**src/rtl/thread_sched_pkg.sv**
```systemverilog
`timescale 1ns/1ps
package thread_sched_pkg;

  typedef enum logic [1:0] {
    MODE_FIXED     = 2'd0,
    MODE_TABLE     = 2'd1,
    MODE_PRIO      = 2'd2,
    MODE_ALT_FIXED = 2'd3
  } sched_mode_e;

  // Folds the reserved code onto the fixed rotation.
  function automatic sched_mode_e resolve_mode(input logic [1:0] raw);
    sched_mode_e m;
    case (raw)
      2'd1:    m = MODE_TABLE;
      2'd2:    m = MODE_PRIO;
      default: m = MODE_FIXED;
    endcase
    return m;
  endfunction

endpackage

```
**src/rtl/sched_slot_ptr.sv**
```systemverilog
`timescale 1ns/1ps
module sched_slot_ptr #(
  parameter int NSLOT = 8
) (
  input  logic                                   clk,
  input  logic                                   rst_n,
  output logic [((NSLOT > 1) ? $clog2(NSLOT) : 1)-1:0] ptr_o,
  output logic                                   wrap_o
);
  localparam int SLOT_W = (NSLOT > 1) ? $clog2(NSLOT) : 1;
  localparam logic [SLOT_W-1:0] LAST = SLOT_W'(NSLOT - 1);

  logic [SLOT_W-1:0] ptr_q, ptr_d;

  always_comb begin
    if (ptr_q == LAST) ptr_d = '0;
    else               ptr_d = ptr_q + 1'b1;
  end

  always_ff @(posedge clk or negedge rst_n) begin
    if (!rst_n) ptr_q <= '0;
    else        ptr_q <= ptr_d;
  end

  assign ptr_o  = ptr_q;
  assign wrap_o = (ptr_q == LAST);
endmodule

```
**src/rtl/sched_mode_reg.sv**
```systemverilog
`timescale 1ns/1ps
module sched_mode_reg
  import thread_sched_pkg::*;
(
  input  logic        clk,
  input  logic        rst_n,
  input  logic [1:0]  mode_raw_i,
  input  logic        load_i,
  output sched_mode_e mode_o
);
  sched_mode_e mode_q, mode_d;
  logic        mode_en;

  assign mode_en = load_i;

  always_comb begin
    mode_d = resolve_mode(mode_raw_i);
  end

  always_ff @(posedge clk or negedge rst_n) begin
    if (!rst_n)       mode_q <= MODE_FIXED;
    else if (mode_en) mode_q <= mode_d;
  end

  assign mode_o = mode_q;
endmodule

```
**src/rtl/sched_slot_table.sv**
```systemverilog
`timescale 1ns/1ps
module sched_slot_table #(
  parameter int NTHR  = 4,
  parameter int NSLOT = 8
) (
  input  logic                                        clk,
  input  logic                                        rst_n,
  input  logic                                        we_i,
  input  logic [((NSLOT > 1) ? $clog2(NSLOT) : 1)-1:0] waddr_i,
  input  logic [((NTHR > 1) ? $clog2(NTHR) : 1)-1:0]   wdata_i,
  input  logic [((NSLOT > 1) ? $clog2(NSLOT) : 1)-1:0] raddr_i,
  output logic [((NTHR > 1) ? $clog2(NTHR) : 1)-1:0]   rdata_o
);
  localparam int SLOT_W = (NSLOT > 1) ? $clog2(NSLOT) : 1;
  localparam int TID_W  = (NTHR > 1) ? $clog2(NTHR) : 1;

  logic [TID_W-1:0] ent_q [NSLOT];
  logic [NSLOT-1:0] ent_en;

  for (genvar g = 0; g < NSLOT; g++) begin : g_dec
    assign ent_en[g] = we_i && (waddr_i == SLOT_W'(g));
  end

  always_ff @(posedge clk or negedge rst_n) begin
    if (!rst_n) begin
      for (int i = 0; i < NSLOT; i++) ent_q[i] <= TID_W'(i % NTHR);
    end else begin
      for (int i = 0; i < NSLOT; i++) begin
        if (ent_en[i]) ent_q[i] <= wdata_i;
      end
    end
  end

  assign rdata_o = ent_q[raddr_i];
endmodule

```
**src/rtl/sched_prio_pick.sv**
```systemverilog
`timescale 1ns/1ps
module sched_prio_pick #(
  parameter int NTHR = 4
) (
  input  logic [NTHR-1:0]                            req_i,
  output logic                                       found_o,
  output logic [((NTHR > 1) ? $clog2(NTHR) : 1)-1:0] idx_o
);
  localparam int TID_W = (NTHR > 1) ? $clog2(NTHR) : 1;

  always_comb begin
    found_o = |req_i;
    idx_o   = '0;
    for (int i = NTHR - 1; i >= 0; i--) begin
      if (req_i[i]) idx_o = TID_W'(i);
    end
  end
endmodule

```
**src/rtl/thread_slot_sched.sv**
```systemverilog
`timescale 1ns/1ps
module thread_slot_sched
  import thread_sched_pkg::*;
#(
  parameter int NTHR  = 4,
  parameter int NSLOT = 8
) (
  input  logic                                        clk,
  input  logic                                        rst_n,
  input  logic [NTHR-1:0]                             ready_i,
  input  logic [1:0]                                  mode_i,
  input  logic                                        tbl_we_i,
  input  logic [((NSLOT > 1) ? $clog2(NSLOT) : 1)-1:0] tbl_addr_i,
  input  logic [((NTHR > 1) ? $clog2(NTHR) : 1)-1:0]   tbl_data_i,
  output logic                                        issue_valid_o,
  output logic [((NTHR > 1) ? $clog2(NTHR) : 1)-1:0]   issue_tid_o,
  output logic                                        bubble_o
);
  localparam int SLOT_W = (NSLOT > 1) ? $clog2(NSLOT) : 1;
  localparam int TID_W  = (NTHR > 1) ? $clog2(NTHR) : 1;

  logic [SLOT_W-1:0] ptr_q;
  logic              wrap;
  sched_mode_e       mode_q;
  logic [TID_W-1:0]  tbl_owner;
  logic [TID_W-1:0]  fix_owner;
  logic              pick_found;
  logic [TID_W-1:0]  pick_idx;
  logic [TID_W-1:0]  sel_tid;
  logic              sel_valid;

  sched_slot_ptr #(.NSLOT(NSLOT)) u_ptr (
    .clk    (clk),
    .rst_n  (rst_n),
    .ptr_o  (ptr_q),
    .wrap_o (wrap)
  );

  sched_mode_reg u_mode (
    .clk        (clk),
    .rst_n      (rst_n),
    .mode_raw_i (mode_i),
    .load_i     (wrap),
    .mode_o     (mode_q)
  );

  sched_slot_table #(.NTHR(NTHR), .NSLOT(NSLOT)) u_tbl (
    .clk     (clk),
    .rst_n   (rst_n),
    .we_i    (tbl_we_i),
    .waddr_i (tbl_addr_i),
    .wdata_i (tbl_data_i),
    .raddr_i (ptr_q),
    .rdata_o (tbl_owner)
  );

  sched_prio_pick #(.NTHR(NTHR)) u_pick (
    .req_i   (ready_i),
    .found_o (pick_found),
    .idx_o   (pick_idx)
  );

  // Fixed rotation owner: pointer modulo thread count.
  assign fix_owner = TID_W'(32'(ptr_q) % NTHR);

  always_comb begin
    case (mode_q)
      MODE_TABLE: begin
        sel_tid   = tbl_owner;
        sel_valid = ready_i[tbl_owner];
      end
      MODE_PRIO: begin
        sel_tid   = pick_idx;
        sel_valid = pick_found;
      end
      default: begin
        sel_tid   = fix_owner;
        sel_valid = ready_i[fix_owner];
      end
    endcase
  end

  assign issue_valid_o = sel_valid;
  assign issue_tid_o   = sel_tid;
  assign bubble_o      = ~sel_valid;
endmodule

```
**config.mk**
```make
export PLATFORM = sky130hd
export DESIGN_NAME = thread_slot_sched
export DESIGN_NICKNAME = d
export VERILOG_FILES = /design/src/rtl/thread_sched_pkg.sv /design/src/rtl/sched_slot_ptr.sv /design/src/rtl/sched_mode_reg.sv /design/src/rtl/sched_slot_table.sv /design/src/rtl/sched_prio_pick.sv /design/src/rtl/thread_slot_sched.sv
export SDC_FILE = /design/constraint.sdc
export NUM_CORES = 1
export LEC_CHECK = 0
export ABC_AREA = 1
export BUFFER_PORTS_ARGS = -buffer_cell sky130_fd_sc_hd__buf_2
export CAP_MARGIN = 15
export CORE_UTILIZATION = 56
export CTS_CLUSTER_DIAMETER = 30
export DETAILED_ROUTE_END_ITERATION = 8
export GPL_ROUTABILITY_DRIVEN = 0
export PLACE_DENSITY = 0.87
export SLEW_MARGIN = 0
export SYNTH_ARGS = -nofsm -noshare
export SYNTH_HDL_FRONTEND = slang
export SYNTH_SLANG_ARGS = --single-unit
```
**constraint.sdc**
```tcl
create_clock -name clk -period 1.45 [get_ports clk]
set_input_delay 0.145 -clock clk [delete_from_list [all_inputs] [get_ports clk]]
set_output_delay 0.145 -clock clk [all_outputs]
set_load 0.005 [all_outputs]
```
==> results_dict.tcl, run 1 <==
set metrics [dict create \
    status "finished, violations left" \
    violations "negative setup slack" \
    wl_met3_microns 188 \
    min_period_ps 2070 \
    final_clock_skew_ps 6.39 \
    post_synth_fa_ha_maj_area_fraction_pct 3.97 \
    critical_path_required_ps 1310 \
    clock-sinks 21 \
    vias 1274 \
    core_region_area_sq_mm 0.00204 \
    post_synth_instance_area_sq_mm 0.00126 \
    worst-path-max-fanout 7 \
    ys_warn_count 0 \
    clock_insertion_delay_worst_skew_ps 320 \
    antenna_fix_cells 0 \
    finalSetupViolCount 5 \
    ctsRootBufferMaster "sky130_fd_sc_hd__clkbuf_4" \
    synth-seq-area-share_pct 42.5 \
    final_common_cell "sky130_fd_sc_hd__nand2_1" \
    post-dp-hpwl_microns 2180 \
    grtUsageTotal_pct 28.9 \
    worstSetupPathType "flip-flop to output pin" \
    dieWidth_microns 49.4 \
    drt_first_pass_iters 5 \
    dominant_combinational_cell_family_by_area_after_synthesis "simple AND/OR/NAND/NOR gates" \
    postLayoutCoreUtil_pct 78.9 \
    ir_worst_vdd_mv 0.787 \
    hold_class "primary input to flip-flop" \
    grt_pass1_vias 1283 \
    detail_route.vias_per_cell 5.40 \
    rsz0062_at_grt "true" \
    powerDensity_mw_per_mm2 884 \
    per_instance_average_area_after_synthesis_sq_um 7.12 \
    synth-xor-area-share_pct 0 \
    syn2layout_area_growth_pct 27.9 \
    critical_path.startpoint_type "flip-flop" \
    core.rowCount 16 \
    initial_utilization_pct 61.7 \
    p_leak_nw 0.838 \
    numCtsBuffers 3 \
    die_h_microns 49.4 \
    clk_pin_slew_worst_paths_ps 120 \
    synthMuxAreaShare_pct 0 \
    fin_total_pwr_mw 1.42 \
    cap_viol_max_count 0 \
    post_synthesis_cells 177 \
    antenna_violations_before_repair 0 \
    finalWirelength_microns 3330 \
    floorplan.die_area_sq_mm 0.00244 \
    yosysUniqueCellTypes 20 \
    fmaxAchievable_ghz 0.482 \
    ioPinCount 18 \
    drt_drc_violations_left 0 \
    rr_endpoint "u_mode.mode_o[1]$_DFFE_PN0P_" \
    worst_r2r_path_depth 5 \
    cp-end-kind "output pin" \
    synth.net_count 195 \
    timing.final.max_slew_violations 0 \
    yosys.area_share.simple_pct 30.5 \
    timing.rr.start "u_ptr.ptr_o[1]$_DFF_PN0_" \
    report.final.hold_viol_count 0 \
    layout.cells.most_common_list "sky130_fd_sc_hd__nand2_1 (43), sky130_fd_sc_hd__inv_1 (31), sky130_fd_sc_hd__o21ai_0 (20), sky130_fd_sc_hd__buf_2 (17), sky130_fd_sc_hd__nand2_2 (13)" \
    top_signal_layer_used "met4" \
    io_buffer_count 17 \
    hold_depth 3 \
    tritoncts "done" \
    nets 228 \
    grt_overflow_total 0 \
    slew-limit-headroom_pct 68.5 \
    first_pass_grt_wire_length_microns 5310 \
    drt_iter0_markers 39 \
    wl_per_cell_microns 14.1 \
    timing.hold.worst.start "tbl_data_i[1]" \
    cts-htree-levels 1 \
    setup.reg_to_reg.worst_slack_ps 0 \
    synth_area_in_compound_gates_pct 11.9 \
    final_critical_path_setup_slack_ps -624 \
    critical_path_arrival_ps 1930 \
    grt_start_max_net_pins 22 \
    clk_path_buf_depth 2 \
    met1Wirelength_microns 1390 \
    worst_slew_pin_slew_ps 473 \
    flop_and_latch_count_out_of_synthesis 21 \
    worst_hold_endpoint "u_tbl.ent_q[1]$_DFFE_PN1P_" \
    timing.final.crit_share_pct 143 \
    post_route_cells_drive_above_1_share_pct 34.4 \
    final_antenna_net_count 0 \
    wl_met2_microns 1610 \
]
==> power breakdown <==
| part | internal [mW] | total, mW | switching [mW] |
|---|---|---|---|
| combinational | 0.147 | 0.379 | 0.232 |
| sequential | 0.703 | 0.754 | 0.0505 |
| clock | 0.103 | 0.291 | 0.188 |
==> state kept, by name, indices dropped and copies added (netlist names) <==
| name | count |
|---|---|
| u_tbl.ent_q | 16 |
| u_mode.mode_o | 2 |
| u_ptr.ptr_o | 3 |
==> cells by family (layout without fill, tap and decap cells) <==
logic type,Yosys count,in the layout
AO/OA/AOI/OAI,28,28
buffers and inverters,35,67
adder cells (fa/ha/maj),4,4
flip-flops,21,21
AND/OR/NAND/NOR,89,89
==> metrics by stage <==
| stage | hold slack, ps | std cells | setup slack (ps) | area, sq um | setup TNS (ps) |
|---|---|---|---|---|---|
| floorplan | -151 | 177 | 84.9 | 1260 | 0 |
| global placement | 116 | 226 | -52.2 | 1420 | -107 |
| detailed placement | 126 | 226 | -129 | 1420 | -329 |
| CTS | 48.9 | 235 | -456 | 1560 | -1580 |
| global route | 82.6 | 236 | -763 | 1610 | -2530 |
| finish | 47.1 | 236 | -624 | 1610 | -1960 |
==> synth_stat cells <==
cell / number / area share (%)
sky130_fd_sc_hd__a22oi_1: 1 / 0.60
sky130_fd_sc_hd__nand3b_1: 1 / 0.60
sky130_fd_sc_hd__o21ai_0: 21 / 8.3
sky130_fd_sc_hd__nand2_1: 55 / 16
sky130_fd_sc_hd__a21oi_2: 1 / 0.70
sky130_fd_sc_hd__nand2_2: 2 / 0.99
sky130_fd_sc_hd__buf_6: 1 / 0.89
sky130_fd_sc_hd__inv_2: 1 / 0.30
sky130_fd_sc_hd__nor2_1: 12 / 3.6
sky130_fd_sc_hd__dfrtp_1: 13 / 26
sky130_fd_sc_hd__a21oi_1: 2 / 0.79
sky130_fd_sc_hd__ha_1: 4 / 4.0
sky130_fd_sc_hd__dfstp_2: 8 / 17
sky130_fd_sc_hd__inv_1: 32 / 9.5
sky130_fd_sc_hd__a31oi_1: 3 / 1.5
sky130_fd_sc_hd__nor2_2: 2 / 0.99
sky130_fd_sc_hd__nand3_2: 3 / 2.4
sky130_fd_sc_hd__nand3_1: 13 / 5.2
sky130_fd_sc_hd__nor3_1: 1 / 0.40
sky130_fd_sc_hd__buf_2: 1 / 0.40
==> worst max-delay path by stage <==
| stage | startpoint | to | slack [ps] | cells after the start |
|---|---|---|---|---|
| floorplan | u_ptr.ptr_o[0]$_DFF_PN0_ | issue_valid_o | 80 | 10 |
| global placement | u_ptr.ptr_o[0]$_DFF_PN0_ | issue_valid_o | -50 | 11 |
| detailed placement | u_ptr.ptr_o[1]$_DFF_PN0_ | bubble_o | -130 | 11 |
| CTS | u_ptr.ptr_o[0]$_DFF_PN0_ | bubble_o | -460 | 12 |
| global route | u_ptr.ptr_o[0]$_DFF_PN0_ | issue_valid_o | -760 | 9 |
| finish | u_ptr.ptr_o[0]$_DFF_PN0_ | issue_valid_o | -620 | 9 |
==> final cells by class <==
type,instances,area (sq um)
Clock buffer,3,22.5
Fill cell,134,430
Sequential cell,21,538
Inverter,33,126
Tap cell,27,33.8
Timing Repair Buffer,30,204
Clock inverter,1,5.00
Multi-Input combinational cell,121,682
==> worst max-delay path, stage by stage, from the launching register on <==
cell and delay, ps:
sky130_fd_sc_hd__dfrtp_2 470, sky130_fd_sc_hd__inv_4 80, sky130_fd_sc_hd__buf_4 160, sky130_fd_sc_hd__o21ai_0 280, sky130_fd_sc_hd__a21oi_1 110, sky130_fd_sc_hd__a31oi_1 180
sky130_fd_sc_hd__nand2_1 100, sky130_fd_sc_hd__inv_1 80, sky130_fd_sc_hd__a21oi_2 30, sky130_fd_sc_hd__buf_2 120
==> metal layers <==
metal  vias to the layer above  GRT usage (%)
li1                        620              -
met1                       570           33.8
met3                        16           2.80
met5                         -              0
met2                        68           52.3
met4                         0           14.3
==> timing repair <==
action,CTS,global route
endpoints found under the setup margin,4,6
pin swaps,6,13
gates resized for setup,22,12
hold buffers,1,0
hold endpoints to repair,13,0
setup buffers,4,1
Power figures use the tool's default switching activity.
==> run 2, diff against run 1 <==
Settings changed: ABC_AREA 1 to not set, CORE_UTILIZATION 56 to 55, GPL_TIMING_DRIVEN set to 1.
==> results_dict.tcl, run 2 <==
set metrics [dict create \
    status "finished, violations left" \
    violations "negative setup slack" \
    multiInputGateArea_sq_um 607 \
    grt_overflow_total 0 \
    number_of_enable_type_register_cells_in_the_synthesized_netlist 0 \
    synth_area_leader_cell "sky130_fd_sc_hd__dfrtp_1" \
    synth-xor-area-share_pct 0 \
    synthArstFlopShare_pct 100 \
    final_clock_skew_ps 0.156 \
    per_instance_average_area_after_synthesis_sq_um 13.6 \
    final_area_sq_mm 0.00139 \
    post_synth_fa_ha_maj_area_fraction_pct 4.33 \
    synthMuxAreaShare_pct 31.6 \
    die_h_microns 47.8 \
    floorplan.die_area_sq_mm 0.00229 \
    final_antenna_net_count 0 \
    clk_path_buf_depth 2 \
    p_leak_nw 0.619 \
    cp-end-kind "output pin" \
    slew-limit-headroom_pct 70.2 \
    final_critical_path_setup_slack_ps -906 \
    drt_first_pass_iters 4 \
    worstSetupPathType "flip-flop to output pin" \
    antenna_fix_cells 0 \
    report.final.hold_viol_count 0 \
    postLayoutCoreUtil_pct 70.9 \
    antenna_violations_before_repair 0 \
    yosysUniqueCellTypes 26 \
    core.rowCount 16 \
    synth-seq-area-share_pct 46.3 \
    finalWirelength_microns 2240 \
    core_region_area_sq_mm 0.00196 \
    powerDensity_mw_per_mm2 993 \
    nets 134 \
    min_period_ps 2360 \
    main_synth_ff_type "sky130_fd_sc_hd__dfrtp_1" \
    wl_per_cell_microns 15.8 \
    final_instance_count_excl_fillers 142 \
    post_route_cells_drive_above_1_share_pct 54.8 \
    timing.final.max_slew_violations 0 \
    finalSetupViolCount 4 \
    synth_area_in_compound_gates_pct 5.95 \
    worst-path-max-fanout 8 \
    ff_latch_area_sq_um 537 \
    drt_iter0_markers 16 \
    fmaxAchievable_ghz 0.424 \
    drt_drc_violations_left 0 \
    layout.cells.most_common_list "sky130_fd_sc_hd__mux2_2 (16), sky130_fd_sc_hd__buf_2 (16), sky130_fd_sc_hd__dfrtp_1 (12), sky130_fd_sc_hd__buf_4 (9), sky130_fd_sc_hd__dfstp_2 (8)" \
    first_pass_grt_wire_length_microns 3160 \
    placedCellCount 134 \
    grt_start_max_net_pins 22 \
    ioPinCount 18 \
    largest_reg_flops 16 \
    post-dp-hpwl_microns 1670 \
    dieWidth_microns 47.8 \
    fin_total_pwr_mw 1.38 \
    totalNegativeSetupSlack_ps -3350 \
    nFillCells 153 \
    flop_and_latch_count_out_of_synthesis 21 \
    dominant_combinational_cell_family_by_area_after_synthesis "multiplexers" \
    hold_class "primary input to flip-flop" \
    cap_viol_max_count 0 \
    yosys.area_share.simple_pct 9.20 \
    cts-htree-levels 1 \
    timing.final.crit_share_pct 163 \
    register_with_the_most_flip_flops "u_tbl.ent_q" \
    post_synth_instance_area_sq_mm 0.00116 \
    grtUsageTotal_pct 20.6 \
    placed_cell_area_sq_mm 0.00131 \
    initial_utilization_pct 58.9 \
    tritoncts "done" \
    ys_warn_count 0 \
    clk_pin_slew_worst_paths_ps 100 \
    post_synthesis_cells 85 \
    worst_slew_pin_slew_ps 447 \
    grt_pass1_vias 760 \
    rsz0062_at_grt "true" \
    critical_path_required_ps 1310 \
    synth.cells.most_frequent "sky130_fd_sc_hd__mux2_2 (17), sky130_fd_sc_hd__dfrtp_1 (13), sky130_fd_sc_hd__dfstp_2 (8)" \
    io_buffer_count 17 \
    critical_path_arrival_ps 2210 \
    synth.net_count 103 \
    yosysMostFrequentCell "sky130_fd_sc_hd__mux2_2" \
    synth.top_cells.by_area "sky130_fd_sc_hd__dfrtp_1 (28%), sky130_fd_sc_hd__dfstp_2 (18%), sky130_fd_sc_hd__mux2_2 (17%)" \
    synth_largest_type_area_fraction_pct 28.1 \
    clock_insertion_delay_worst_skew_ps 290 \
    syn2layout_area_growth_pct 20.3 \
    vias 836 \
    clock-sinks 21 \
    numCtsBuffers 3 \
    detail_route.vias_per_cell 5.89 \
    ctsRootBufferMaster "sky130_fd_sc_hd__clkbuf_4" \
    ir_worst_vdd_mv 0.780 \
    critical_path.startpoint_type "flip-flop" \
]
-- run 2: cell count changes in the layout (fill, tap and decap cells not counted), sizes merged, moves of 5 or more --
cell and change:
mux2 +17, nand3 -16, inv -28, nor2 -12, nand2 -55, mux4 +5, mux2i +5, o21ai -18
-- run 2: cell families after synthesis --
kind of cell    Yosys count
mux                      27
flops                    21
simple gates             17
compound gates           10
buf+inv                   6
fa+ha+maj                 4
-- run 2: metal layers --
layer / track usage (%) / wire length [microns]
met4: 8.89 / 34
met3: 2.64 / 103
met5: 0 / 0
met2: 37.8 / 1170
met1: 23.8 / 926
-- run 2: path summary, 6_finish.rpt --
path                            slack, ps                        from  cells after the start                           end
worst max-delay path                 -910    u_ptr.ptr_o[0]$_DFF_PN0_                      5                 issue_valid_o
worst min-delay path                  110                   mode_i[1]                      3  u_mode.mode_o[1]$_DFFE_PN0P_
worst max register to register        100    u_ptr.ptr_o[0]$_DFF_PN0_                      5  u_mode.mode_o[0]$_DFFE_PN0P_
worst min register to register        520  u_tbl.ent_q[2]$_DFFE_PN0P_                      1    u_tbl.ent_q[2]$_DFFE_PN0P_
max in group asynchronous             800                       rst_n                      2    u_tbl.ent_q[0]$_DFFE_PN1P_
min in group asynchronous             310                       rst_n                      2    u_tbl.ent_q[6]$_DFFE_PN0P_
-- run 2: critical path, cell delays in order, from the launching register on --
cell and delay [ps]:
sky130_fd_sc_hd__dfrtp_2 500, sky130_fd_sc_hd__mux2i_1 160, sky130_fd_sc_hd__mux4_2 490, sky130_fd_sc_hd__mux4_2 460, sky130_fd_sc_hd__a31o_1 190, sky130_fd_sc_hd__buf_2 120
-- run 2: where the power goes --
group	switching, mW	internal, mW
clock network	0.161	0.107
logic	0.129	0.204
registers	0.0586	0.722
-- run 2: cell type report --
type                       instances  area share, %
clock buffer                       4           1.89
tap                               27           2.43
inverter                           5           1.35
sequential                        21           38.6
multi-input combinational         58           43.6
timing repair buffer              27           12.1
-- run 2: what timing repair did --
item | in CTS | in global routing
gates resized for setup | 3 | 6
pin swaps | 0 | 0
endpoints found under the setup margin | 6 | 6
buffers inserted | 2 | 1
hold buffers | 1 | 0
endpoints found under the hold margin | 13 | 0
-- run 2: through the flow --
step	hold slack, ps	worst slack [ps]
5_1_grt	105	-1030
3_3_place_gp	107	-602
4_1_cts	103	-927
3_5_place_dp	112	-705
2_1_floorplan	-151	-429
6_report	106	-906
